**src/rtl/ctp_pkg.sv**
```systemverilog
package ctp_pkg;
  localparam int CTRL_W = 7;

  localparam int BIT_RUN     = 0;
  localparam int BIT_PIN_EN  = 1;
  localparam int BIT_TOGGLE  = 2;
  localparam int BIT_ONESHOT = 3;
  localparam int BIT_FORCE   = 4;
  localparam int BIT_SRC_LO  = 5;
  localparam int BIT_SRC_HI  = 6;

  localparam logic [CTRL_W-1:0] CTRL_RESET = 7'h04;

  typedef enum logic [2:0] {
    RA_A_LO  = 3'd0,
    RA_A_HI  = 3'd1,
    RA_B_LO  = 3'd2,
    RA_B_HI  = 3'd3,
    RA_CTL_A = 3'd4,
    RA_CTL_B = 3'd5,
    RA_SER   = 3'd6,
    RA_NONE  = 3'd7
  } reg_addr_e;

  typedef enum logic [1:0] {
    BSRC_TICK    = 2'b00,
    BSRC_PIN     = 2'b01,
    BSRC_CHAIN   = 2'b10,
    BSRC_CHAIN_G = 2'b11
  } b_src_e;
endpackage

```
**src/rtl/ctp_timer_core.sv**
```systemverilog
module ctp_timer_core
  import ctp_pkg::*;
#(
  parameter int BYTE_W = 8
) (
  input  logic                  clk,
  input  logic                  rst_n,
  input  logic                  src_evt,
  input  logic                  wr_lo,
  input  logic                  wr_hi,
  input  logic                  wr_ctl,
  input  logic [BYTE_W-1:0]     wdata,
  output logic [CTRL_W-1:0]     ctl_q,
  output logic [2*BYTE_W-1:0]   cnt_q,
  output logic [2*BYTE_W-1:0]   latch_q,
  output logic                  uf_evt,
  output logic                  uf_pulse,
  output logic                  pin_level
);
  localparam int CNT_W = 2 * BYTE_W;

  logic                count_evt;
  logic [CTRL_W-1:0]   ctl_d;
  logic [CNT_W-1:0]    cnt_d;
  logic [CNT_W-1:0]    latch_d;
  logic                tog_q;
  logic                tog_d;
  logic                start_rise;

  // one counting step: hold, decrement, or reload at zero
  function automatic logic [CNT_W-1:0] step_count(input logic [CNT_W-1:0] cur,
                                                  input logic [CNT_W-1:0] rel,
                                                  input logic             evt);
    if (!evt) return cur;
    if (cur == '0) return rel;
    return cur - 1'b1;
  endfunction

  assign count_evt = src_evt && ctl_q[BIT_RUN];
  assign uf_evt    = count_evt && (cnt_q == '0);

  // counting first, host write applied on top of it
  always_comb begin
    ctl_d   = ctl_q;
    latch_d = latch_q;
    cnt_d   = step_count(cnt_q, latch_q, count_evt);
    if (uf_evt && ctl_q[BIT_ONESHOT]) ctl_d[BIT_RUN] = 1'b0;
    if (wr_lo) latch_d[BYTE_W-1:0] = wdata;
    if (wr_hi) begin
      latch_d[CNT_W-1:BYTE_W] = wdata;
      if (!ctl_d[BIT_RUN] || ctl_d[BIT_ONESHOT]) cnt_d = latch_d;
      if (ctl_d[BIT_ONESHOT]) ctl_d[BIT_RUN] = 1'b1;
    end
    if (wr_ctl) begin
      ctl_d            = wdata[CTRL_W-1:0];
      ctl_d[BIT_FORCE] = 1'b0;
      if (wdata[BIT_FORCE]) cnt_d = latch_q;
    end
  end

  assign start_rise = !ctl_q[BIT_RUN] && ctl_d[BIT_RUN];

  always_comb begin
    tog_d = tog_q;
    if (start_rise)  tog_d = 1'b1;
    else if (uf_evt) tog_d = ~tog_q;
  end

  always_ff @(posedge clk or negedge rst_n) begin
    if (!rst_n) begin
      ctl_q    <= CTRL_RESET;
      cnt_q    <= '1;
      latch_q  <= '1;
      tog_q    <= 1'b0;
      uf_pulse <= 1'b0;
    end else begin
      ctl_q    <= ctl_d;
      cnt_q    <= cnt_d;
      latch_q  <= latch_d;
      tog_q    <= tog_d;
      uf_pulse <= uf_evt;
    end
  end

  assign pin_level = ctl_q[BIT_TOGGLE] ? tog_q : uf_pulse;
endmodule

```
**src/rtl/ctp_ser_counter.sv**
```systemverilog
module ctp_ser_counter #(
  parameter int SER_BITS = 8,
  parameter int REM_W    = $clog2(2 * SER_BITS + 1)
) (
  input  logic             clk,
  input  logic             rst_n,
  input  logic             arm_wr,
  input  logic             ser_mode,
  input  logic             a_running,
  input  logic             a_oneshot,
  input  logic             a_uf,
  output logic [REM_W-1:0] remain_q,
  output logic             done_pulse
);
  localparam logic [REM_W-1:0] FULL = REM_W'(2 * SER_BITS);

  logic [REM_W-1:0] after_step;
  logic             step;
  logic [REM_W-1:0] remain_d;

  assign step       = a_uf && ser_mode && !a_oneshot && (remain_q != '0);
  assign after_step = step ? remain_q - 1'b1 : remain_q;

  always_comb begin
    remain_d = after_step;
    if (arm_wr) begin
      if (!ser_mode) remain_d = '0;
      else if (a_running && after_step == '0) remain_d = FULL;
    end
  end

  always_ff @(posedge clk or negedge rst_n) begin
    if (!rst_n) begin
      remain_q   <= '0;
      done_pulse <= 1'b0;
    end else begin
      remain_q   <= remain_d;
      done_pulse <= step && (after_step == '0);
    end
  end
endmodule

```
**src/rtl/ctp_reg_decode.sv**
```systemverilog
module ctp_reg_decode
  import ctp_pkg::*;
#(
  parameter int BYTE_W = 8
) (
  input  logic                wr_en,
  input  logic [2:0]          wr_addr,
  input  logic [2:0]          rd_addr,
  input  logic [2*BYTE_W-1:0] cnt_a,
  input  logic [2*BYTE_W-1:0] cnt_b,
  input  logic [CTRL_W-1:0]   ctl_a,
  input  logic [CTRL_W-1:0]   ctl_b,
  input  logic [BYTE_W-1:0]   ser_data,
  output logic [1:0]          wr_lo,
  output logic [1:0]          wr_hi,
  output logic [1:0]          wr_ctl,
  output logic                wr_ser,
  output logic [BYTE_W-1:0]   rd_data
);
  assign wr_lo[0]  = wr_en && (wr_addr == RA_A_LO);
  assign wr_hi[0]  = wr_en && (wr_addr == RA_A_HI);
  assign wr_lo[1]  = wr_en && (wr_addr == RA_B_LO);
  assign wr_hi[1]  = wr_en && (wr_addr == RA_B_HI);
  assign wr_ctl[0] = wr_en && (wr_addr == RA_CTL_A);
  assign wr_ctl[1] = wr_en && (wr_addr == RA_CTL_B);
  assign wr_ser    = wr_en && (wr_addr == RA_SER);

  function automatic logic [BYTE_W-1:0] pick(input logic [2:0] a);
    case (a)
      RA_A_LO:  return cnt_a[BYTE_W-1:0];
      RA_A_HI:  return cnt_a[2*BYTE_W-1:BYTE_W];
      RA_B_LO:  return cnt_b[BYTE_W-1:0];
      RA_B_HI:  return cnt_b[2*BYTE_W-1:BYTE_W];
      RA_CTL_A: return BYTE_W'(ctl_a);
      RA_CTL_B: return BYTE_W'(ctl_b);
      RA_SER:   return ser_data;
      default:  return '0;
    endcase
  endfunction

  assign rd_data = pick(rd_addr);
endmodule

```
**src/rtl/cascade_timer_pair.sv**
```systemverilog
module cascade_timer_pair
  import ctp_pkg::*;
#(
  parameter int BYTE_W   = 8,
  parameter int SER_BITS = 8
) (
  input  logic              clk,
  input  logic              rst_n,
  input  logic              tick,
  input  logic              cnt_in,
  input  logic              wr_en,
  input  logic [2:0]        wr_addr,
  input  logic [BYTE_W-1:0] wr_data,
  input  logic [2:0]        rd_addr,
  output logic [BYTE_W-1:0] rd_data,
  output logic              irq_a,
  output logic              irq_b,
  output logic              ser_done,
  output logic              pin_a,
  output logic              pin_a_en,
  output logic              pin_b,
  output logic              pin_b_en
);
  localparam int NUM_TMR   = 2;
  localparam int CNT_W     = 2 * BYTE_W;
  localparam int SER_REM_W = $clog2(2 * SER_BITS + 1);

  logic [CTRL_W-1:0] ctl_v   [NUM_TMR];
  logic [CNT_W-1:0]  cnt_v   [NUM_TMR];
  logic [CNT_W-1:0]  latch_v [NUM_TMR];
  logic [NUM_TMR-1:0] src_evt, uf_v, ufp_v, pin_v;
  logic [NUM_TMR-1:0] wr_lo, wr_hi, wr_ctl;
  logic               wr_ser;
  logic [BYTE_W-1:0]  ser_data_q;
  logic [SER_REM_W-1:0] ser_remain;
  logic               b_chain_evt;

  ctp_reg_decode #(.BYTE_W(BYTE_W)) u_dec (
    .wr_en(wr_en), .wr_addr(wr_addr), .rd_addr(rd_addr),
    .cnt_a(cnt_v[0]), .cnt_b(cnt_v[1]), .ctl_a(ctl_v[0]), .ctl_b(ctl_v[1]),
    .ser_data(ser_data_q),
    .wr_lo(wr_lo), .wr_hi(wr_hi), .wr_ctl(wr_ctl), .wr_ser(wr_ser),
    .rd_data(rd_data)
  );

  // timer A source: ticks or external count cycles
  assign src_evt[0] = ctl_v[0][BIT_SRC_LO] ? cnt_in : tick;

  // timer B source: four-way selection, two of them chained to A
  assign b_chain_evt = uf_v[0];
  always_comb begin
    case (b_src_e'(ctl_v[1][BIT_SRC_HI:BIT_SRC_LO]))
      BSRC_TICK:    src_evt[1] = tick;
      BSRC_PIN:     src_evt[1] = cnt_in;
      BSRC_CHAIN:   src_evt[1] = b_chain_evt;
      BSRC_CHAIN_G: src_evt[1] = b_chain_evt && cnt_in;
      default:      src_evt[1] = 1'b0;
    endcase
  end

  for (genvar t = 0; t < NUM_TMR; t++) begin : g_tmr
    ctp_timer_core #(.BYTE_W(BYTE_W)) u_core (
      .clk(clk), .rst_n(rst_n), .src_evt(src_evt[t]),
      .wr_lo(wr_lo[t]), .wr_hi(wr_hi[t]), .wr_ctl(wr_ctl[t]), .wdata(wr_data),
      .ctl_q(ctl_v[t]), .cnt_q(cnt_v[t]), .latch_q(latch_v[t]),
      .uf_evt(uf_v[t]), .uf_pulse(ufp_v[t]), .pin_level(pin_v[t])
    );
  end

  ctp_ser_counter #(.SER_BITS(SER_BITS), .REM_W(SER_REM_W)) u_ser (
    .clk(clk), .rst_n(rst_n), .arm_wr(wr_ser),
    .ser_mode(ctl_v[0][BIT_SRC_HI]), .a_running(ctl_v[0][BIT_RUN]),
    .a_oneshot(ctl_v[0][BIT_ONESHOT]), .a_uf(uf_v[0]),
    .remain_q(ser_remain), .done_pulse(ser_done)
  );

  always_ff @(posedge clk or negedge rst_n) begin
    if (!rst_n)      ser_data_q <= '0;
    else if (wr_ser) ser_data_q <= wr_data;
  end

  assign irq_a    = ufp_v[0];
  assign irq_b    = ufp_v[1];
  assign pin_a_en = ctl_v[0][BIT_PIN_EN];
  assign pin_b_en = ctl_v[1][BIT_PIN_EN];
  assign pin_a    = pin_a_en && pin_v[0];
  assign pin_b    = pin_b_en && pin_v[1];
endmodule

```
**config.mk**
```make
export PLATFORM = sky130hd
export DESIGN_NAME = cascade_timer_pair
export DESIGN_NICKNAME = d
export VERILOG_FILES = /design/src/rtl/ctp_pkg.sv /design/src/rtl/ctp_timer_core.sv /design/src/rtl/ctp_ser_counter.sv /design/src/rtl/ctp_reg_decode.sv /design/src/rtl/cascade_timer_pair.sv
export SDC_FILE = /design/constraint.sdc
export NUM_CORES = 1
export LEC_CHECK = 0
export BUFFER_PORTS_ARGS = -buffer_cell sky130_fd_sc_hd__buf_2
export CORE_AREA = 2 2 80 140
export DETAILED_ROUTE_END_ITERATION = 8
export DIE_AREA = 0 0 82 142
export PLACE_DENSITY = 0.69
export SLEW_MARGIN = 20
export SYNTH_ARGS = -nofsm -noshare
export SYNTH_HDL_FRONTEND = slang
export SYNTH_SLANG_ARGS = --single-unit
export TNS_END_PERCENT = 20
```
**constraint.sdc**
```tcl
create_clock -name clk -period 7.52 [get_ports clk]
set_input_delay 1.504 -clock clk [delete_from_list [all_inputs] [get_ports clk]]
set_output_delay 1.504 -clock clk [all_outputs]
set_load 0.02 [all_outputs]
```
==> metrics.md <==
| Metric | Value |
|---|---|
| Mean post-synth cell area | 9.35 µm² |
| Yosys reg bits | 94 |
| Initial antenna violation count | 1 |
| Maxcap violations | 0 |
| Core area | ~0.011 mm² |
| Die Span X | 82 µm |
| Grt total ovfl | 0 |
| Top-count cell post-synth | nand2_1 |
| GPL Wtd Cong | 0.968 |
| Via density | 6.72 |
| Sequential share of the synthesized area | a little over two fifths |
| Worst stage delay on the critical path | around 0.55 ns |
| R2R Path End | g_tmr[1].u_core.cnt_q[8] |
| Number of synthesis warnings | 0 |
| Slew Limit Fails | 0 |
| Worst setup margin | roughly 3.1 ns |
| CP most frequent cell | buf_2 |
| Post-place setup slack | ~3.1 ns |
| Hold Path End | g_tmr[1].u_core.latch_q[11] |
| Bufs on Longest Clock Path | 2 |
| Pwr Total | between 1.5 and 2 mW |
| Hold Crit Class | reg -> reg |
| Synth top area share | 30.4% |
| Final ANT Viol Nets | 0 |
| Crit path required time | about 6.0 ns |
| Fin crit share | 58.2% |
| Leakage | around 2.5 nW |
| Yosys cell types | 68 |
| Cell breakdown of the critical path | buf_2 -> mux4_2 -> mux2_2 -> buf_2 |
| Cell family with most CP delay | multiplexers |
| Cell Area, Placed | between 0.005 and 0.006 mm² |
| DR WL/cell | ~23 µm |
| DP HPWL | 12,800 µm |
| Data arrival time of the critical path | 2.87 ns |
| Initial Util | a little over half |
| Hold Violations, Final | 0 |
| Root Driver | clkbuf_16 |
| Mapped cell area | around 0.0057 mm² |
| R2r worst-path depth | 8 |
| RSZ-0062 raised after global routing | no |
| Num rows | 50 |
| Post-synth EDFFs | 0 |
| WL final | 17,500 µm |
| Number of cells on the worst hold path | 2 |
| Post-CTS Setup Bufs | 0 |
| Synth Instances | 609 |
| Worst slew margin | 33.5% |
| CP Buf/Inv Count | 2 |
| I/O pin count | 34 |
| Layout cells sized above 1 | 29.7% |
| Die ar. | ~0.012 mm² |
| Status | finished clean |
| Asr flop ratio synth | 100% |
| Least-Margin Pin Slew | 0.983 ns |
| HP Start | g_tmr[1].u_core.latch_q[11] |
| Crit. End Element | primary output |
| Largest cells by area after synthesis | dfstp_2 30%, dfrtp_1 12%, mux2_2 8.3% |
| Hold_buf cts | 0 |
| GRT Total Usage | 31.8% |
| CTS resizes | 0 |
| Final TNS setup | 0 ns |
| FMAX | 228 MHz |
| Clock input transition at the sequential cells of the worst setup and hold paths | approximately 0.070 ns |
| Worst-Skew Late Latency | approximately 0.35 ns |
| Clock sinks | 94 |
| First-pass GRT wire length | about 27,000 µm |
| CTS H-tree lvls | 3 |
| Crit Reg-Reg Startpoint | g_tmr[0].u_core.cnt_q[0] |
| DRC errors left | 0 |
| PwrDens | 307 mW/mm² |
| Area Growth Syn to Fin | 10.3% |
| Total CTS buffers | 9 |
| Max VDD drop | 0.184 mV |
| R2R Setup Slk | 4.27 ns |
| CTS tree | done |
| Critical path peak fanout | 22 |
| Final setup vio count | 0 |
| Most frequent cells after synthesis | 74 x nand2_1, 66 x dfstp_2, 44 x o21ai_0, 42 x mux2_2, 40 x nor2_1 |
| Min Tclk post-route | about 4.4 ns |
| Yosys top cell by area | dfstp_2 |
| Vias | 5,111 |
| Port-buffer cells | 33 |
| Largest net degree at the start of global routing | 70 |
| Syn nets | approximately 630 |
| DR pass1 iterations | 5 |
| Die Y | 142 µm |
| Fin nets | around 650 |
| Min Hold Slack | approximately 0.47 ns |
| Crit-path slowest cell | mux4_2 |
| Critical path startpoint category | primary input |
| Setup Skew | around 0.0063 ns |
| Vias in the first global route | 5,064 |
| 1st-iter DRT viols | approximately 400 |
| Worst setup path class | in -> out |
| Main synth FF type | dfstp_2 |
| Final instance area | roughly 0.0063 mm² |
registers in the layout, summed over array words and instances, names as in the netlist:
name / flops
g_tmr.u_core.latch_q: 32
u_ser.remain_q: 5
u_ser.done_pulse: 1
g_tmr.u_core.cnt_q: 32
ser_data_q: 8
g_tmr.u_core.tog_q: 2
g_tmr.u_core.uf_pulse: 2
g_tmr.u_core.ctl_q: 12
cell type report:
cell class,instances,area [µm²]
clock buffers,11,243
clock inverters,5,81.3
repair buffers,42,235
well taps,130,163
inverters,20,75.1
multi-input cells,458,3050
flip-flops and latches,94,2430
diodes,1,2.50
fillers,919,4230
cells in the final DEF, fill, tap and decap left out, drive strengths merged, types with 21 or more instances in the layout:
| cell type | count |
|---|---|
| a21oi | 36 |
| dfrtp | 28 |
| o21ai | 46 |
| inv | 21 |
| nand2 | 74 |
| buf | 42 |
| dfstp | 66 |
| nor2 | 41 |
| mux2 | 42 |
| nand3 | 21 |
report_power, final:
part           internal [mW]  leakage [nW]  switching (mW)
Clock                  0.301         0.156           0.202
Combinational          0.230          1.27           0.279
Sequential             0.719          1.04           0.195
Total                   1.25          2.46           0.676
worst register-to-register path: cells and delay by family, from the launching register on:
kind                     cells  cell delay, ns
AO/OA/AOI/OAI                3            1.00
buffers and inverters        1            0.09
flip-flops                   1            0.42
AND/OR/NAND/NOR              3            1.49
adder cells (fa/ha/maj)      1            0.16
through the flow:
step                utilization (%)  instances
finish                         59.8        761
global route                   59.8        761
CTS                            59.6        760
detailed placement             56.5        744
global placement               56.5        744
floorplan                         -        609
cells by family (layout without fill, tap and decap cells):
kind of cell,count (synthesis),after routing,share of synthesized area (%)
muxes,59,59,12.4
AOI/OAI and AO/OA,166,166,18.6
xor gates and xnor gates,9,9,1.38
other,0,1,0
buffers and inverters,57,78,4.09
adders and majority gates,5,5,1.10
and+or+nand+nor,219,219,19.7
DFF,94,94,42.8
worst max path at each step:
stage	cells past startpoint	slack (ns)	to	startpoint
finish	4	3.14	rd_data[3]	rd_addr[0]
global route	5	3.04	rd_data[1]	rd_addr[0]
CTS	4	3.14	rd_data[6]	rd_addr[0]
detailed placement	4	3.15	rd_data[2]	rd_addr[0]
global placement	4	3.17	rd_data[3]	rd_addr[0]
floorplan	5	3.16	rd_data[4]	rd_addr[1]
routing by layer:
layer / up-vias / global-route usage (%) / wire length [µm]
met5: - / 0 / 0
met1: 2517 / 36.1 / 6390
li1: 2302 / - / -
met4: 0 / 24.9 / 1560
met2: 208 / 51.0 / 8760
met3: 84 / 5.90 / 842
(Power assumes the default switching activity.)
